`config.mk`:
```
export PLATFORM = sky130hd
export DESIGN_NAME = shf_reg_shifter
export DESIGN_NICKNAME = d
export VERILOG_FILES = /design/src/rtl/shf_pkg.sv /design/src/rtl/shf_amt_class.sv /design/src/rtl/shf_datapath.sv /design/src/rtl/shf_flag_sel.sv /design/src/rtl/shf_reg_shifter.sv
export SDC_FILE = /design/constraint.sdc
export NUM_CORES = 1
export LEC_CHECK = 0
export BUFFER_PORTS_ARGS = -buffer_cell sky130_fd_sc_hd__buf_4
export CORE_MARGIN = 4
export CORE_UTILIZATION = 40
export DETAILED_ROUTE_END_ITERATION = 10
export GPL_TIMING_DRIVEN = 0
export PLACE_DENSITY_LB_ADDON = 0.08
export SYNTH_ARGS = -nofsm -noshare
export SYNTH_HDL_FRONTEND = slang
export SYNTH_SLANG_ARGS = --single-unit
export TNS_END_PERCENT = 1
```
`constraint.sdc`:
```
create_clock -name vclk -period 2.2
set_input_delay 0.11 -clock vclk [all_inputs]
set_output_delay 0.11 -clock vclk [all_outputs]
set_load 0.005 [all_outputs]
```
`src/rtl/shf_pkg.sv`:
```
package shf_pkg;

  typedef enum logic [1:0] {
    SHF_LSL = 2'd0,
    SHF_LSR = 2'd1,
    SHF_ASR = 2'd2,
    SHF_ROR = 2'd3
  } shf_op_e;

  // Classification of the shift distance, shared by datapath and checks
  typedef struct packed {
    logic zero;      // distance is zero
    logic eq_w;      // distance equals the word width
    logic gt_w;      // distance exceeds the word width
    logic rot_zero;  // rotate distance (mod width) is zero
  } shf_amt_t;

endpackage

```
`src/rtl/shf_amt_class.sv`:
```
module shf_amt_class #(
  parameter int WIDTH    = 32,
  parameter int AMT_BITS = 8
) (
  input  logic [AMT_BITS-1:0]        amt_i,
  output shf_pkg::shf_amt_t          cls_o,
  output logic [$clog2(WIDTH):0]     clamp_o,
  output logic [$clog2(WIDTH)-1:0]   rot_o
);
  localparam int LOG2W   = $clog2(WIDTH);
  localparam int CLAMP_W = LOG2W + 1;

  logic [CLAMP_W-1:0] amt_low;
  logic               amt_high;
  logic               ge_w;

  // Bits above the clamp range only matter as a "very large" indication
  generate
    if (AMT_BITS > CLAMP_W) begin : g_wide
      assign amt_low  = amt_i[CLAMP_W-1:0];
      assign amt_high = |amt_i[AMT_BITS-1:CLAMP_W];
    end else begin : g_narrow
      assign amt_low  = CLAMP_W'(amt_i);
      assign amt_high = 1'b0;
    end
  endgenerate

  always_comb begin
    ge_w           = amt_high || (amt_low >= CLAMP_W'(WIDTH));
    cls_o.zero     = (amt_i == '0);
    cls_o.eq_w     = !amt_high && (amt_low == CLAMP_W'(WIDTH));
    cls_o.gt_w     = ge_w && !cls_o.eq_w;
    rot_o          = amt_i[LOG2W-1:0];
    cls_o.rot_zero = (rot_o == '0);
    clamp_o        = ge_w ? CLAMP_W'(WIDTH) : amt_low;
  end

endmodule

```
`src/rtl/shf_datapath.sv`:
```
module shf_datapath #(
  parameter int WIDTH = 32
) (
  input  shf_pkg::shf_op_e           op_i,
  input  logic [WIDTH-1:0]           x_i,
  input  shf_pkg::shf_amt_t          cls_i,
  input  logic [$clog2(WIDTH):0]     clamp_i,
  input  logic [$clog2(WIDTH)-1:0]   rot_i,
  output logic [WIDTH-1:0]           res_o,
  output logic                       shifted_carry_o,
  output logic                       keep_carry_o
);
  import shf_pkg::*;
  localparam int LOG2W = $clog2(WIDTH);

  // Left: an extra top bit catches the last bit shifted out
  function automatic logic [WIDTH:0] f_lsl(input logic [WIDTH-1:0] x,
                                           input logic [LOG2W:0] n);
    return {1'b0, x} << n;
  endfunction

  // Right logical: an extra bottom bit catches the last bit shifted out
  function automatic logic [WIDTH:0] f_lsr(input logic [WIDTH-1:0] x,
                                           input logic [LOG2W:0] n);
    return {x, 1'b0} >> n;
  endfunction

  function automatic logic [WIDTH:0] f_asr(input logic [WIDTH-1:0] x,
                                           input logic [LOG2W:0] n);
    return $unsigned($signed({x, 1'b0}) >>> n);
  endfunction

  function automatic logic [WIDTH-1:0] f_ror(input logic [WIDTH-1:0] x,
                                             input logic [LOG2W-1:0] r);
    logic [2*WIDTH-1:0] dbl;
    dbl = {x, x} >> r;
    return dbl[WIDTH-1:0];
  endfunction

  logic [WIDTH:0]   lsl_w, lsr_w, asr_w;
  logic [WIDTH-1:0] ror_w;

  assign lsl_w = f_lsl(x_i, clamp_i);
  assign lsr_w = f_lsr(x_i, clamp_i);
  assign asr_w = f_asr(x_i, clamp_i);
  assign ror_w = f_ror(x_i, rot_i);

  assign keep_carry_o = cls_i.zero;

  always_comb begin
    res_o           = x_i;
    shifted_carry_o = 1'b0;
    unique case (op_i)
      SHF_LSL: begin
        res_o           = lsl_w[WIDTH-1:0];
        shifted_carry_o = lsl_w[WIDTH] && !cls_i.gt_w;
      end
      SHF_LSR: begin
        res_o           = lsr_w[WIDTH:1];
        shifted_carry_o = lsr_w[0] && !cls_i.gt_w;
      end
      SHF_ASR: begin
        res_o           = asr_w[WIDTH:1];
        shifted_carry_o = asr_w[0];
      end
      SHF_ROR: begin
        // the bit rotated out last lands in the top position
        res_o           = ror_w;
        shifted_carry_o = ror_w[WIDTH-1];
      end
      default: ;
    endcase
  end

endmodule

```
`src/rtl/shf_flag_sel.sv`:
```
module shf_flag_sel (
  input  logic set_flags_i,
  input  logic carry_i,
  input  logic shifted_carry_i,
  input  logic keep_carry_i,
  output logic carry_o,
  output logic carry_valid_o
);
  always_comb begin
    carry_valid_o = set_flags_i;
    if (set_flags_i && !keep_carry_i) carry_o = shifted_carry_i;
    else                              carry_o = carry_i;
  end
endmodule

```
`src/rtl/shf_reg_shifter.sv`:
```
module shf_reg_shifter #(
  parameter int WIDTH    = 32,
  parameter int AMT_BITS = 8
) (
  input  logic [WIDTH-1:0] operand_i,
  input  logic [WIDTH-1:0] amount_i,
  input  logic             carry_i,
  input  logic [1:0]       op_i,
  input  logic             set_flags_i,
  output logic [WIDTH-1:0] result_o,
  output logic             carry_o,
  output logic             carry_valid_o
);
  import shf_pkg::*;
  localparam int LOG2W = $clog2(WIDTH);

  shf_amt_t          amt_cls;
  logic [LOG2W:0]    amt_clamp;
  logic [LOG2W-1:0]  amt_rot;
  logic              shifted_carry;
  logic              keep_carry;
  shf_op_e           op;

  assign op = shf_op_e'(op_i);

  shf_amt_class #(.WIDTH(WIDTH), .AMT_BITS(AMT_BITS)) u_class (
    .amt_i   (amount_i[AMT_BITS-1:0]),
    .cls_o   (amt_cls),
    .clamp_o (amt_clamp),
    .rot_o   (amt_rot)
  );

  shf_datapath #(.WIDTH(WIDTH)) u_dp (
    .op_i            (op),
    .x_i             (operand_i),
    .cls_i           (amt_cls),
    .clamp_i         (amt_clamp),
    .rot_i           (amt_rot),
    .res_o           (result_o),
    .shifted_carry_o (shifted_carry),
    .keep_carry_o    (keep_carry)
  );

  shf_flag_sel u_flag (
    .set_flags_i     (set_flags_i),
    .carry_i         (carry_i),
    .shifted_carry_i (shifted_carry),
    .keep_carry_i    (keep_carry),
    .carry_o         (carry_o),
    .carry_valid_o   (carry_valid_o)
  );

  // Checks across the decoder, datapath and flag selection
  always_comb begin
    AST_ZERO_PASS: assert (!amt_cls.zero || (result_o == operand_i && carry_o == carry_i));
    AST_LSL_BEYOND: assert (!(op == SHF_LSL && amt_cls.gt_w) || (result_o == '0 && (!set_flags_i || !carry_o)));
    AST_LSR_BEYOND: assert (!(op == SHF_LSR && amt_cls.gt_w) || (result_o == '0 && (!set_flags_i || !carry_o)));
    AST_ASR_FILL: assert (!(op == SHF_ASR && (amt_cls.eq_w || amt_cls.gt_w)) || (result_o == {WIDTH{operand_i[WIDTH-1]}}));
    AST_ROR_WHOLE: assert (!(op == SHF_ROR && amt_cls.rot_zero) || result_o == operand_i);
    AST_PLAIN_KEEP: assert (set_flags_i || (!carry_valid_o && carry_o == carry_i));
    AST_FLAG_VALID: assert (!set_flags_i || carry_valid_o);
  end

endmodule

```
# [Yosys cells after proc, flatten, opt, wreduce, memory -nomap -nowiden]
# Cells that the tools add are included.
# Widths: inputs -> output; s select.
[word_totals] mem_bits_ro=0 output_inout_bits=34 memories=0 ram_bits=0 register_bits=0 elab_cells=26 latch_bits=0 input_bits=68
[classes] n_mux=4 div=0 n_reduce_logical=13 multipliers=0 magnitude_cmp=1 bitwise=0 addsub=0 n_eq_ne=4 shift=4
[op_table] operator="$pmux 32 s4" count=1
[op_table] operator="$shr 64x5->32" count=1
[op_table] operator="$shl 32x6->33" count=1
[op_table] operator="$shr 33x6->33" count=1
[op_table] operator="$sshr 33x6->33" count=1
[op_table] operator="$logic_not 8->1" count=1
[op_table] operator="$eq 6x6->1 const B" count=1
[op_table] operator="$ge 6x6->1 const B" count=1
[op_table] operator="$mux 6" count=1
[op_table] operator="$logic_and 1x1->1" count=5
[op_table] operator="$eq 2x2->1 const B" count=2
[op_table] operator="$logic_not 1->1" count=4
[op_table] operator="$pmux 1 s4" count=1
[op_table] operator="$eq 2x1->1 const B" count=1
[op_table] operator="$logic_not 2->1" count=1
[op_table] operator="$reduce_or 2->1" count=1
[op_table] operator="$logic_or 1x1->1" count=1
[op_table] operator="$mux 1" count=1

# [Depth between registers and ports, before layout]
# Gate-level depths: netlist of run 1.
[depth] depth_word=9 depth_mapped=12 ltp_nobuf=7

# [Hierarchy]
# A second synthesis of run 1 with hierarchy kept.
[hier_totals] cells_unflattened=976 hier_area_um2=8196.6
[modules_own_cells] mod="shf_datapath" area_per_inst_um2=8026.4 n_inst=1 seq_area_each_um2=0.0 cells_each=954
[modules_own_cells] mod="shf_amt_class" area_per_inst_um2=141.4 n_inst=1 seq_area_each_um2=0.0 cells_each=19
[modules_own_cells] mod="shf_flag_sel" area_per_inst_um2=28.8 n_inst=1 seq_area_each_um2=0.0 cells_each=3

# [Least setup slack after synthesis of run 1]
# No wires, ideal clock.
[synth_timing] path_type="input port to output port" start="input amount_i[7]" end="output result_o[25]" t_arrival_ps=2103 required_time_ps=2090 path_stages=8 n_path_buf=2 slack_ps=-13 path_cell_list="buf_2 > nor4b_1 > buf_4 > mux2_2 > a22oi_1 > o21bai_1 > a221o_1 > a211o_1"
[synth_via] elab_chain_cells=5 elab_cells_between_ends=7 classes_between="shift: 3; mux: 2; reduce/logical: 2"
[synth_lines] item="from (decl)" line="shf_reg_shifter.sv:6" source="input logic [WIDTH-1:0] amount_i,"
[synth_lines] item="$reduce_or 2->1 (*)" line="shf_amt_class.sv:21" source="assign amt_high = |amt_i[AMT_BITS-1:CLAMP_W];"
[synth_lines] item="$logic_or 1x1->1 (*)" line="shf_amt_class.sv:29" source="ge_w = amt_high || (amt_low >= CLAMP_W'(WIDTH));"
[synth_lines] item="$mux 6 (*)" line="shf_amt_class.sv:35" source="clamp_o = ge_w ? CLAMP_W'(WIDTH) : amt_low;"
[synth_lines] item="$sshr 33x6->33 (tied with other cells)" line="shf_datapath.sv:30" source="return $unsigned($signed({x, 1'b0}) >>> n);"
[synth_lines] item="$pmux 32 s4 (*)" line="shf_datapath.sv:53" source="unique case (op_i)"
[synth_lines] item="to (decl)" line="shf_reg_shifter.sv:10" source="output logic [WIDTH-1:0] result_o,"
# Mark *: on every way between the ends. The rest lies on a longest branch, timed or not.

# [Worst setup path after layout of run 1]
[layout_timing] start="input amount_i[7]" end="output result_o[0]"
# The elaborated chain is that of the path after synthesis.

==> results by group, run 1 <==
Final layout
  • Area delta synth->final: 39.6%
  • Final instance area: 10200 um2
  • Most common cell after layout, fill and taps aside: nand2_1
  • Seq Cell Count: 0
  • Layout cells sized above 1: 0.410
  • N_diodes: 0
  • Fin cells: 1389
  • # nets final: 1230
  • Util after Layout: 0.568
  • Clock buf count: 0
  • Most frequent cells in the layout: nand2_1, buf_4, mux2i_1
  • Sequential cell area: 0 um2

Power and ir drop
  • Leakage: 4.02 nW
  • Combinational power share: 1.000
  • Pwr Density: 246 nW/um2
  • Internal cell power: 0.999 mW
  • Clk pwr share: 0
  • Seq pwr share: 0
  • Net Sw Frac: 0.602
  • NetSw: 1.51 mW
  • VDD IR-drop max: 0.000192 V
  • Pwr Total: 2.51 mW

Logic synthesis
  • Cell area after synthesis: 7310 um2
  • Mean Syn Cell Area: 7.06 um2
  • Register area share after synthesis: 0
  • Top cell type's share of synthesized area: 0.229
  • Yosys warning total: 0
  • Count of cell types in the netlist: 73
  • Cell taking the most area after synthesis: mux2i_1
  • Syn Inst Count: 1035
  • Post-Synthesis Net Count: 1103
  • Dominant cells by area after synthesis: mux2i_1, mux4_2, nand2_1, a21oi_1, nand3_1

Timing
  • Slew HR: 0.315
  • Highest clock rate: 359 MHz
  • Slew at the pin closest to its max-slew limit: 1.02 ns
  • Setup violations, final: 33
  • TNS Setup: -15.16 ns
  • Final WS setup: -0.589 ns
  • Final Hold Vio Count: 0
  • Setup repair after global routing missed its margin: yes
  • Hold WS: 0.483 ns
  • Final worst path period share: 1.27
  • Min Tclk post-route: 2.79 ns
  • Slew Limit Fails: 0

Detailed routing
  • Wire length per cell: 34.6 um
  • DR iter-0 viols: 2003
  • First-pass iteration count of the detailed router: 9
  • Antenna viol nets, final: 0
  • DRC: 0
  • Via/cell ratio: 7.69
  • Vias: 10676
  • Routed WL: 48000 um

Placed design
  • Placed instance count: 1336
  • HPWL Detailed: 36500 um
  • IO Port Bufs: 72
  • Gpl congestion: 1.10
  • Place WS: -1.05 ns
  • Post-DP Area: 8140 um2

Floorplanning
  • # IOs: 102
  • Die width: 143 um
  • Core Area: 18000 um2
  • Initial Util: 0.407
  • Die ar.: 20500 um2
  • Die Ht: 143 um
  • # rows: 49

Setup path
  • Cell-by-cell trace of the critical path: buf_8, buf_12, nor4b_4, buf_6, buf_12, buf_12, a2bb2oi_1, a22oi_2, nand3_2, a21oi_2, o31ai_1, o211ai_1, buf_4
  • Crit path DAT: 2.68 ns
  • Most Frequent Cell on Critical Path: buf_12
  • Stages on worst setup path: 13
  • Crit path buffers/inverters: 6
  • Slowest cell on the critical path: nor4b_4
  • Largest delay share family, worst path: compound AO/OA/AOI/OAI gates
  • Crit path required time: 2.09 ns
  • Worst-path fanout max: 10
  • Crit-path max cell delay: 0.40 ns
  • Crit path capture type: output port
  • Worst Setup Start Kind: input port
  • CP Class: in2out

Global routing
  • Vias in the first global route: 9698
  • GRT Overall Usage: 0.448
  • First-pass GRT wire length: 67600 um
  • Initial antenna violation count: 0
  • Largest net degree at the start of global routing: 11
  • Remaining global-route overflow: 0

Min path
  • Hold-critical path depth: 3
  • Worst hold path class: in2out

Run
  • Max-Cap Viols: 0

Status
  • Failing checks: setup timing
  • Status: complete, but fails checks
[metal layers]
layer	wire (um)	share of wire	global-route usage	up-vias
li1	-	-	-	4243
met1	17200	0.36	0.594	5021
met2	19300	0.40	0.651	1095
met3	7470	0.16	0.139	317
met4	4070	0.085	0.231	0
met5	0	0	0	-
[cell families after synthesis]
family | after synthesis | synth area share
simple gates | 365 | 0.237
compound gates | 298 | 0.272
mux | 232 | 0.397
buf+inv | 140 | 0.0938
[path summary, 6_finish.rpt]
path,end,slack [ns],startpoint
setup / recovery,result_o[0],-0.59,amount_i[7]
hold / removal,carry_valid_o,0.48,set_flags_i
[Yosys cell counts (all sizes together), types with 3 or more instances]
master     n
o21ai     56
mux2      20
o31ai      7
inv        6
or3        6
a221o      4
o32ai      4
and2       6
o22ai     21
nor4b      7
a21oi     68
buf       64
a31oi     14
nor3b      4
nor3      17
a221oi     7
o221ai     9
nor2      65
a211oi    25
nor4       4
mux4      44
a311oi     6
nand2    157
a22oi     16
nand3     59
o311ai     3
a211o      3
or2        3
clkbuf    70
and3       5
nand2b     8
nand4      5
a32oi      5
o211ai    27
a2bb2oi    4
mux2i    168
or4b       4
nor2b     11
[worst min-delay path, delay by kind of cell]
family   cells  cell delay [ns]
buf+inv      3             0.26
[timing repair]
item	CTS	global route
gates resized for setup	323	58
setup buffers	41	10
pin swaps	52	27
endpoints found under the setup margin	33	33
cloned	3	0
hold endpoints to repair	0	0
hold buffers	0	0
[cell type report]
| type | count | area (um2) |
|---|---|---|
| Inverter | 6 | 22.5 |
| Fill cell | 1671 | 7760 |
| Buffer | 133 | 998 |
| Timing Repair Buffer | 126 | 1100 |
| Multi-Input combinational cell | 895 | 7800 |
| Tap cell | 229 | 287 |
[power by group through the flow]
stage	clock network, mW	registers [mW]	logic [mW]
floorplan	0	0	1.17
global placement	0	0	1.96
detailed placement	0	0	1.95
CTS	0	0	2.30
global route	0	0	2.55
finish	0	0	2.51
(Power assumes the default switching activity.)
==> run 2: changes to the inputs <==
--- a/config.mk
+++ b/config.mk
@@ -11,5 +11,4 @@
 export DETAILED_ROUTE_END_ITERATION = 10
 export GPL_TIMING_DRIVEN = 0
-export PLACE_DENSITY_LB_ADDON = 0.08
 export SYNTH_ARGS = -nofsm -noshare
 export SYNTH_HDL_FRONTEND = slang
==> constraint.sdc (replaced) <==
create_clock -name vclk -period 2.2
set_input_delay 0.11 -clock vclk [all_inputs]
set_output_delay 0.11 -clock vclk [all_outputs]
set_load 0.01 [all_outputs]
==> run 2 against run 1 <==
- the flow still finishes with violations (setup timing)
- flip-flop and latch count stayed put
- critical path depth is 2 lower
- core utilization is 3.8 points lower
- non-clock buffer count is 30 lower
- global-route usage is 0.44 points lower
- clock-buffer cell count stayed put
- total power is 5.3% lower
- final cell count is 2.2% lower
- combinational power is 6% lower
- wire length is 1.6% lower
- largest power group unchanged
- highest routed layer unchanged
==> results by group, run 2 (synthesized netlist as in run 1, its figures left out) <==
Setup path
  • Crit-path max cell delay: 0.50 ns (+0.10 ns)
  • CP Class: in2out
  • Largest delay share family, worst path: buffers and inverters
  • Worst Setup Start Kind: input port
  • Worst-path fanout max: 10 (unchanged)
  • Slowest cell on the critical path: or4b_1
  • Cell-by-cell trace of the critical path: buf_4, or4b_1, buf_2, clkbuf_4, buf_6, mux2i_1, mux2i_2, mux2i_1, a211oi_1, o22ai_1, buf_4
  • Stages on worst setup path: 11 (-2)
  • Crit path DAT: 2.68 ns (about the same)
  • Crit path capture type: output port
  • Crit path required time: 2.09 ns (about the same)
  • Crit path buffers/inverters: 5 (-1)

Final layout
  • # nets final: 1200 (-2.4%)
  • Area delta synth->final: 30.4%
  • Most common cell after layout, fill and taps aside: nand2_1
  • Fill cell count: 1800 (+7.7%)
  • Seq Cell Count: 0 (unchanged)
  • Layout cells sized above 1: 0.354 (-0.0564)
  • Util after Layout: 0.531 (-0.0375)
  • Sequential cell area: 0 um2 (unchanged)
  • Most frequent cells in the layout: nand2_1, mux2i_1, buf_4
  • Clock buf count: 0 (unchanged)
  • N_diodes: 0 (unchanged)

Timing
  • Setup repair after global routing missed its margin: yes
  • Highest clock rate: 358 MHz (-0.12%)
  • Final worst path period share: 1.27 (+0.00149)
  • Min Tclk post-route: 2.79 ns (+0.00327 ns)
  • Slew Limit Fails: 0 (unchanged)
  • Final Hold Vio Count: 0 (unchanged)
  • Setup violations, final: 33 (unchanged)
  • Final WS setup: -0.592 ns (-0.00327 ns)
  • Slew at the pin closest to its max-slew limit: 0.962 ns (-0.0621 ns)
  • Slew HR: 0.354 (+0.0396)

Detailed routing
  • Routed WL: 47300 um (-1.6%)
  • Via/cell ratio: 7.53 (-2.1%)
  • Wire length per cell: 34.8 um (+0.57%)
  • Antenna viol nets, final: 0 (unchanged)
  • DR iter-0 viols: 1694 (-15%)
  • First-pass iteration count of the detailed router: 6 (-3)
  • Vias: 10231 (-4.2%)
  • DRC: 0 (unchanged)

Min path
  • Worst hold path class: in2out
  • Hold Path End: carry_valid_o
  • Hold-critical path depth: 3 (unchanged)
  • Hold wc startpoint: set_flags_i

Status
  • Failing checks: setup timing
  • Status: complete, but fails checks

Floorplanning
  • Die width: 143 um (unchanged)
  • Die Ht: 143 um (unchanged)
  • Core Area: 18000 um2 (unchanged)
  • # IOs: 102 (unchanged)
  • # rows: 49 (unchanged)
  • Initial Util: 0.407 (unchanged)
  • Die ar.: 20500 um2 (unchanged)

Global routing
  • GRT Overall Usage: 0.443 (-0.00445)
  • Initial antenna violation count: 0 (unchanged)
  • Remaining global-route overflow: 0 (unchanged)
  • Vias in the first global route: 9504 (-2.0%)
  • Largest net degree at the start of global routing: 11 (unchanged)
  • First-pass GRT wire length: 66900 um (-1.1%)

Placed design
  • IO Port Bufs: 72 (unchanged)
  • Place WS: -1.39 ns (-0.335 ns)
  • Gpl congestion: 1.08 (-1.7%)
  • HPWL Detailed: 37100 um (+1.7%)

Run
  • Max-Cap Viols: 0 (unchanged)

Power and ir drop
  • VDD IR-drop max: 0.000200 V (+4.1%)
  • Pwr Density: 249 nW/um2 (+1.4%)
  • Leakage: 3.73 nW (-7.1%)
[run 2: worst max-delay path by stage]
stage	startpoint	to
floorplan	amount_i[7]	result_o[4]
global placement	amount_i[7]	result_o[23]
detailed placement	amount_i[7]	result_o[23]
CTS	amount_i[5]	result_o[22]
global route	amount_i[6]	result_o[2]
finish	amount_i[5]	result_o[3]
[run 2: area by class of cell]
class | instances | area (um2) | share of cell area
Timing Repair Buffer | 96 | 756 | 0.0793
Buffer | 133 | 926 | 0.0971
Tap cell | 229 | 287 | 0.0301
Inverter | 6 | 22.5 | 0.00236
Multi-Input combinational cell | 895 | 7540 | 0.791
[run 2: repair_timing]
item,4_1_cts,5_1_grt
setup buffers,22,0
gates cloned,1,0
hold endpoints to repair,0,0
setup endpoints to repair,33,33
pin swaps,29,15
hold buffers,0,0
gates resized for setup,236,60
[run 2: stage by stage]
stage	area, um2	TNS, ns	hold slack [ns]	std cells	power [mW]
CTS	9290	-13.79	0.496	1359	2.21
global placement	8140	-36.61	0.494	1336	1.99
global route	9530	-17.67	0.501	1359	2.43
finish	9530	-16.33	0.493	1359	2.37
floorplan	7310	-0.0399	0.312	1035	1.20
detailed placement	8150	-33.40	0.496	1337	1.98
[run 2: power breakdown]
group | internal, mW | switching (mW)
Clock | 0 | 0
Combinational | 0.906 | 1.47
Sequential | 0 | 0
[run 2: metal layers]
| layer | share of wire | track usage | wire length [um] | up-vias |
|---|---|---|---|---|
| met4 | 0.077 | 0.251 | 3650 | 0 |
| met3 | 0.12 | 0.105 | 5910 | 230 |
| met2 | 0.42 | 0.655 | 19600 | 967 |
| met1 | 0.38 | 0.590 | 18100 | 4859 |
| li1 | - | - | - | 4175 |
| met5 | 0 | 0 | 0 | - |
==> run 3: changes to the inputs <==
- CORE_UTILIZATION: 40 -> 56
- PLACE_DENSITY: default -> 0.81
- RECOVER_POWER: default -> 50
==> run 3 against run 2 <==
- the run now fails in global routing
- area after synthesis did not move
- synthesized cell count did not move
==> results by group, run 3 <==
Floorplanning
  • Initial Util: 0.575 (+0.168)
  • # rows: 41 (-16%)
  • # IOs: 102 (unchanged)
  • Die Ht: 122 um (-15%)
  • Die width: 122 um (-15%)

Logic synthesis
  • Cell area after synthesis: 7310 um2 (unchanged)
  • Cell taking the most area after synthesis: mux2i_1
  • Mux cell area share after synthesis: 0.397 (unchanged)
  • Synth Area in Compound Gates: 0.272 (unchanged)
  • Yosys warning total: 0 (unchanged)
  • Most common library cells after synthesis: mux2i_1, nand2_1, clkbuf_1
  • Synth Area in Simple Gates: 0.237 (unchanged)
  • Most frequent cell after synthesis: mux2i_1
  • Largest family of logic cells by synthesized area: multiplexers
  • Xor and xnor fraction of the mapped netlist area: 0 (unchanged)
  • Post-Synthesis Net Count: 1103 (unchanged)
  • Top cell type's share of synthesized area: 0.229 (unchanged)
  • Post-Synth Adder-Cell Area: 0 (unchanged)
  • Register area share after synthesis: 0 (unchanged)
  • Syn Inst Count: 1035 (unchanged)
  • Mean Syn Cell Area: 7.06 um2 (unchanged)
  • Count of cell types in the netlist: 73 (unchanged)
  • Dominant cells by area after synthesis: mux2i_1, mux4_2, nand2_1, a21oi_1, nand3_1

Status
  • First reported error: [ERROR GRT-0232] Routing congestion too high. Check the congestion heatmap in the GUI.
  • Stage reached: global routing
  • Status: stopped before the end

Global routing
  • Remaining global-route overflow: 50
  • GRT Overall Usage: 0.743
  • Largest net degree at the start of global routing: 11

Placed design
  • Gpl congestion: 1.21 (+11%)
  • HPWL Detailed: 32300 um (-13%)
  • IO Port Bufs: 72 (unchanged)

Timing
  • Crit. endpoint post-GRT repair: result_o[2]
  • Worst End Pin Type: primary output
run 3: repair_timing:
item,CTS
buffers inserted,41
resized for setup,320
cloned,4
setup endpoints to repair,33
pin swaps,63
hold buffers,0
run 3: layer usage:
metal / global-route usage / overflow
met1: 0.758 / 2
met2: 0.870 / 19
met3: 0.614 / 0
met4: 0.733 / 29
met5: 0.299 / 0
run 3: stage by stage:
step           worst slack [ns]  cell area (um2)  cells   util
2_1_floorplan           -0.0187             7310   1035      -
3_3_place_gp              -1.06             8070   1279  0.634
3_5_place_dp             -0.965             8070   1279  0.634
4_1_cts                  -0.382             9770   1321  0.768
run 3: logic make-up after synthesis:
family,after synthesis
buffers and inverters,140
AOI/OAI and AO/OA,298
and+or+nand+nor,365
muxes,232
==> run 4: changes to the inputs <==
- CORE_UTILIZATION: 56 -> 40
- PLACE_DENSITY: 0.81 -> default
- PLACE_DENSITY_LB_ADDON: default -> 0.15
- clock period: 2.2 -> 2.9 ns (I/O delays scaled with it)
==> run 4 against run 3 <==
- the flow now finishes, with violations (setup timing)
==> results by group, run 4 (synthesized netlist as in run 1, its figures left out) <==
Status
  • Status: complete, but fails checks
  • Failing checks: setup timing

Placed design
  • HPWL Detailed: 36800 um (+14%)
  • Post-DP Area: 8140 um2 (+0.82%)
  • Gpl congestion: 1.10 (-8.3%)
  • IO Port Bufs: 72 (unchanged)

Timing
  • Hold WS: 0.625 ns
  • TNS Setup: -0.603 ns
  • Highest clock rate: 331 MHz
  • Setup repair after global routing missed its margin: yes
  • Slew Limit Fails: 0
  • Final Hold Vio Count: 0
  • Slew HR: 0.278
  • Slew at the pin closest to its max-slew limit: 1.08 ns
  • Min Tclk post-route: 3.02 ns
  • Setup violations, final: 16
  • Final worst path period share: 1.04
  • Final WS setup: -0.124 ns

Final layout
  • Clock buf count: 0
  • # nets final: 1188
  • N_diodes: 0
  • Most common cell after layout, fill and taps aside: nand2_1
  • Final instance area: 9020 um2
  • Fill cell count: 1891
  • Sequential cell area: 0 um2
  • Seq Cell Count: 0
  • Layout cells sized above 1: 0.311
  • Most frequent cells in the layout: nand2_1, mux2i_1, buf_4
  • Area delta synth->final: 23.4%

Floorplanning
  • # rows: 49 (+20%)
  • Die ar.: 20500 um2
  • # IOs: 102 (unchanged)
  • Die Ht: 143 um (+17%)
  • Die width: 143 um (+17%)
  • Core Area: 18000 um2
  • Initial Util: 0.407 (-0.168)

Global routing
  • First-pass GRT wire length: 66600 um
  • Largest net degree at the start of global routing: 11
  • GRT Overall Usage: 0.442
  • Initial antenna violation count: 0
  • Vias in the first global route: 9259
  • Remaining global-route overflow: 0

Detailed routing
  • DRC: 0
  • Met3 routed WL: 7130 um
  • Wire length per cell: 35.5 um
  • DR iter-0 viols: 1986
  • Via/cell ratio: 7.74
  • Met2 WL: 19700 um
  • Met1 WL: 17700 um
  • Antenna viol nets, final: 0
  • Routed WL: 47800 um
  • Highest Signal Layer: met4
  • Vias: 10426
  • First-pass iteration count of the detailed router: 8

Setup path
  • Crit path required time: 2.76 ns
  • Worst-path fanout max: 10
  • Cell-by-cell trace of the critical path: buf_4, buf_4, nor4b_4, buf_4, buf_8, buf_8, nor3_1, nor4_1, a311oi_2, a21oi_1, nor2_1, o31ai_1, buf_4
  • Crit-path max cell delay: 0.59 ns
  • Most Frequent Cell on Critical Path: buf_4
  • CP Class: in2out
  • Worst Setup Start Kind: input port
  • Largest delay share family, worst path: simple AND/OR/NAND/NOR gates
  • Slowest cell on the critical path: nor4_1
  • Stages on worst setup path: 13
  • Crit path buffers/inverters: 6
  • Crit path capture type: output port
  • CP Capture Point: result_o[28]
  • Crit path DAT: 2.88 ns
  • Worst Setup SP: amount_i[7]

Min path
  • Worst hold path class: in2out

Clock network
  • Hold Buf Count CTS: 0 (unchanged)

Run
  • Max-Cap Viols: 0

Power and ir drop
  • VDD IR-drop max: 0.000144 V
  • Leakage: 3.56 nW
  • Pwr Density: 193 nW/um2
==> run 4: per-stage QoR <==
stage                     total power, mW  setup WS (ns)  instances   util
after floorplan                     0.910          0.583       1035      -
after global placement               1.50         -0.696       1336  0.453
after detailed placement             1.49         -0.683       1336  0.453
after CTS                            1.56         -0.117       1342  0.475
after global routing                 1.77        -0.0711       1347  0.502
final                                1.74         -0.124       1347  0.502
==> run 4: where the power goes <==
part	internal, mW	switching, mW	total (mW)
Sequential	0	0	0
Clock	0	0	0
Combinational	0.642	1.10	1.74
Total	0.642	1.10	1.74
==> run 4: worst min path at each step <==
stage	slack, ns	start	to	cells past startpoint
floorplan	0.38	set_flags_i	carry_valid_o	1
global placement	0.57	set_flags_i	carry_valid_o	3
detailed placement	0.58	set_flags_i	carry_valid_o	3
CTS	0.58	set_flags_i	carry_valid_o	3
global route	0.65	set_flags_i	carry_valid_o	3
finish	0.63	set_flags_i	carry_valid_o	3
==> run 4: final cells by class <==
class | instances | area [um2] | area share
Timing Repair Buffer | 86 | 652 | 0.0723
Multi-Input combinational cell | 895 | 7270 | 0.806
Inverter | 6 | 22.5 | 0.00250
Tap cell | 229 | 287 | 0.0318
Buffer | 131 | 792 | 0.0878
==> run 4: layer usage <==
| layer | global-route usage | vias to the layer above |
|---|---|---|
| met2 | 0.659 | 1122 |
| met5 | 0 | - |
| met4 | 0.189 | 0 |
| met3 | 0.111 | 240 |
| li1 | - | 4151 |
| met1 | 0.605 | 4913 |
==> run 4: repair_timing <==
item                                    CTS  global route
setup buffers                             6             8
hold endpoints to repair                  0             0
pin swaps                                 4            12
endpoints found under the setup margin   33            32
gates resized for setup                  90           114
gates cloned                              0             0
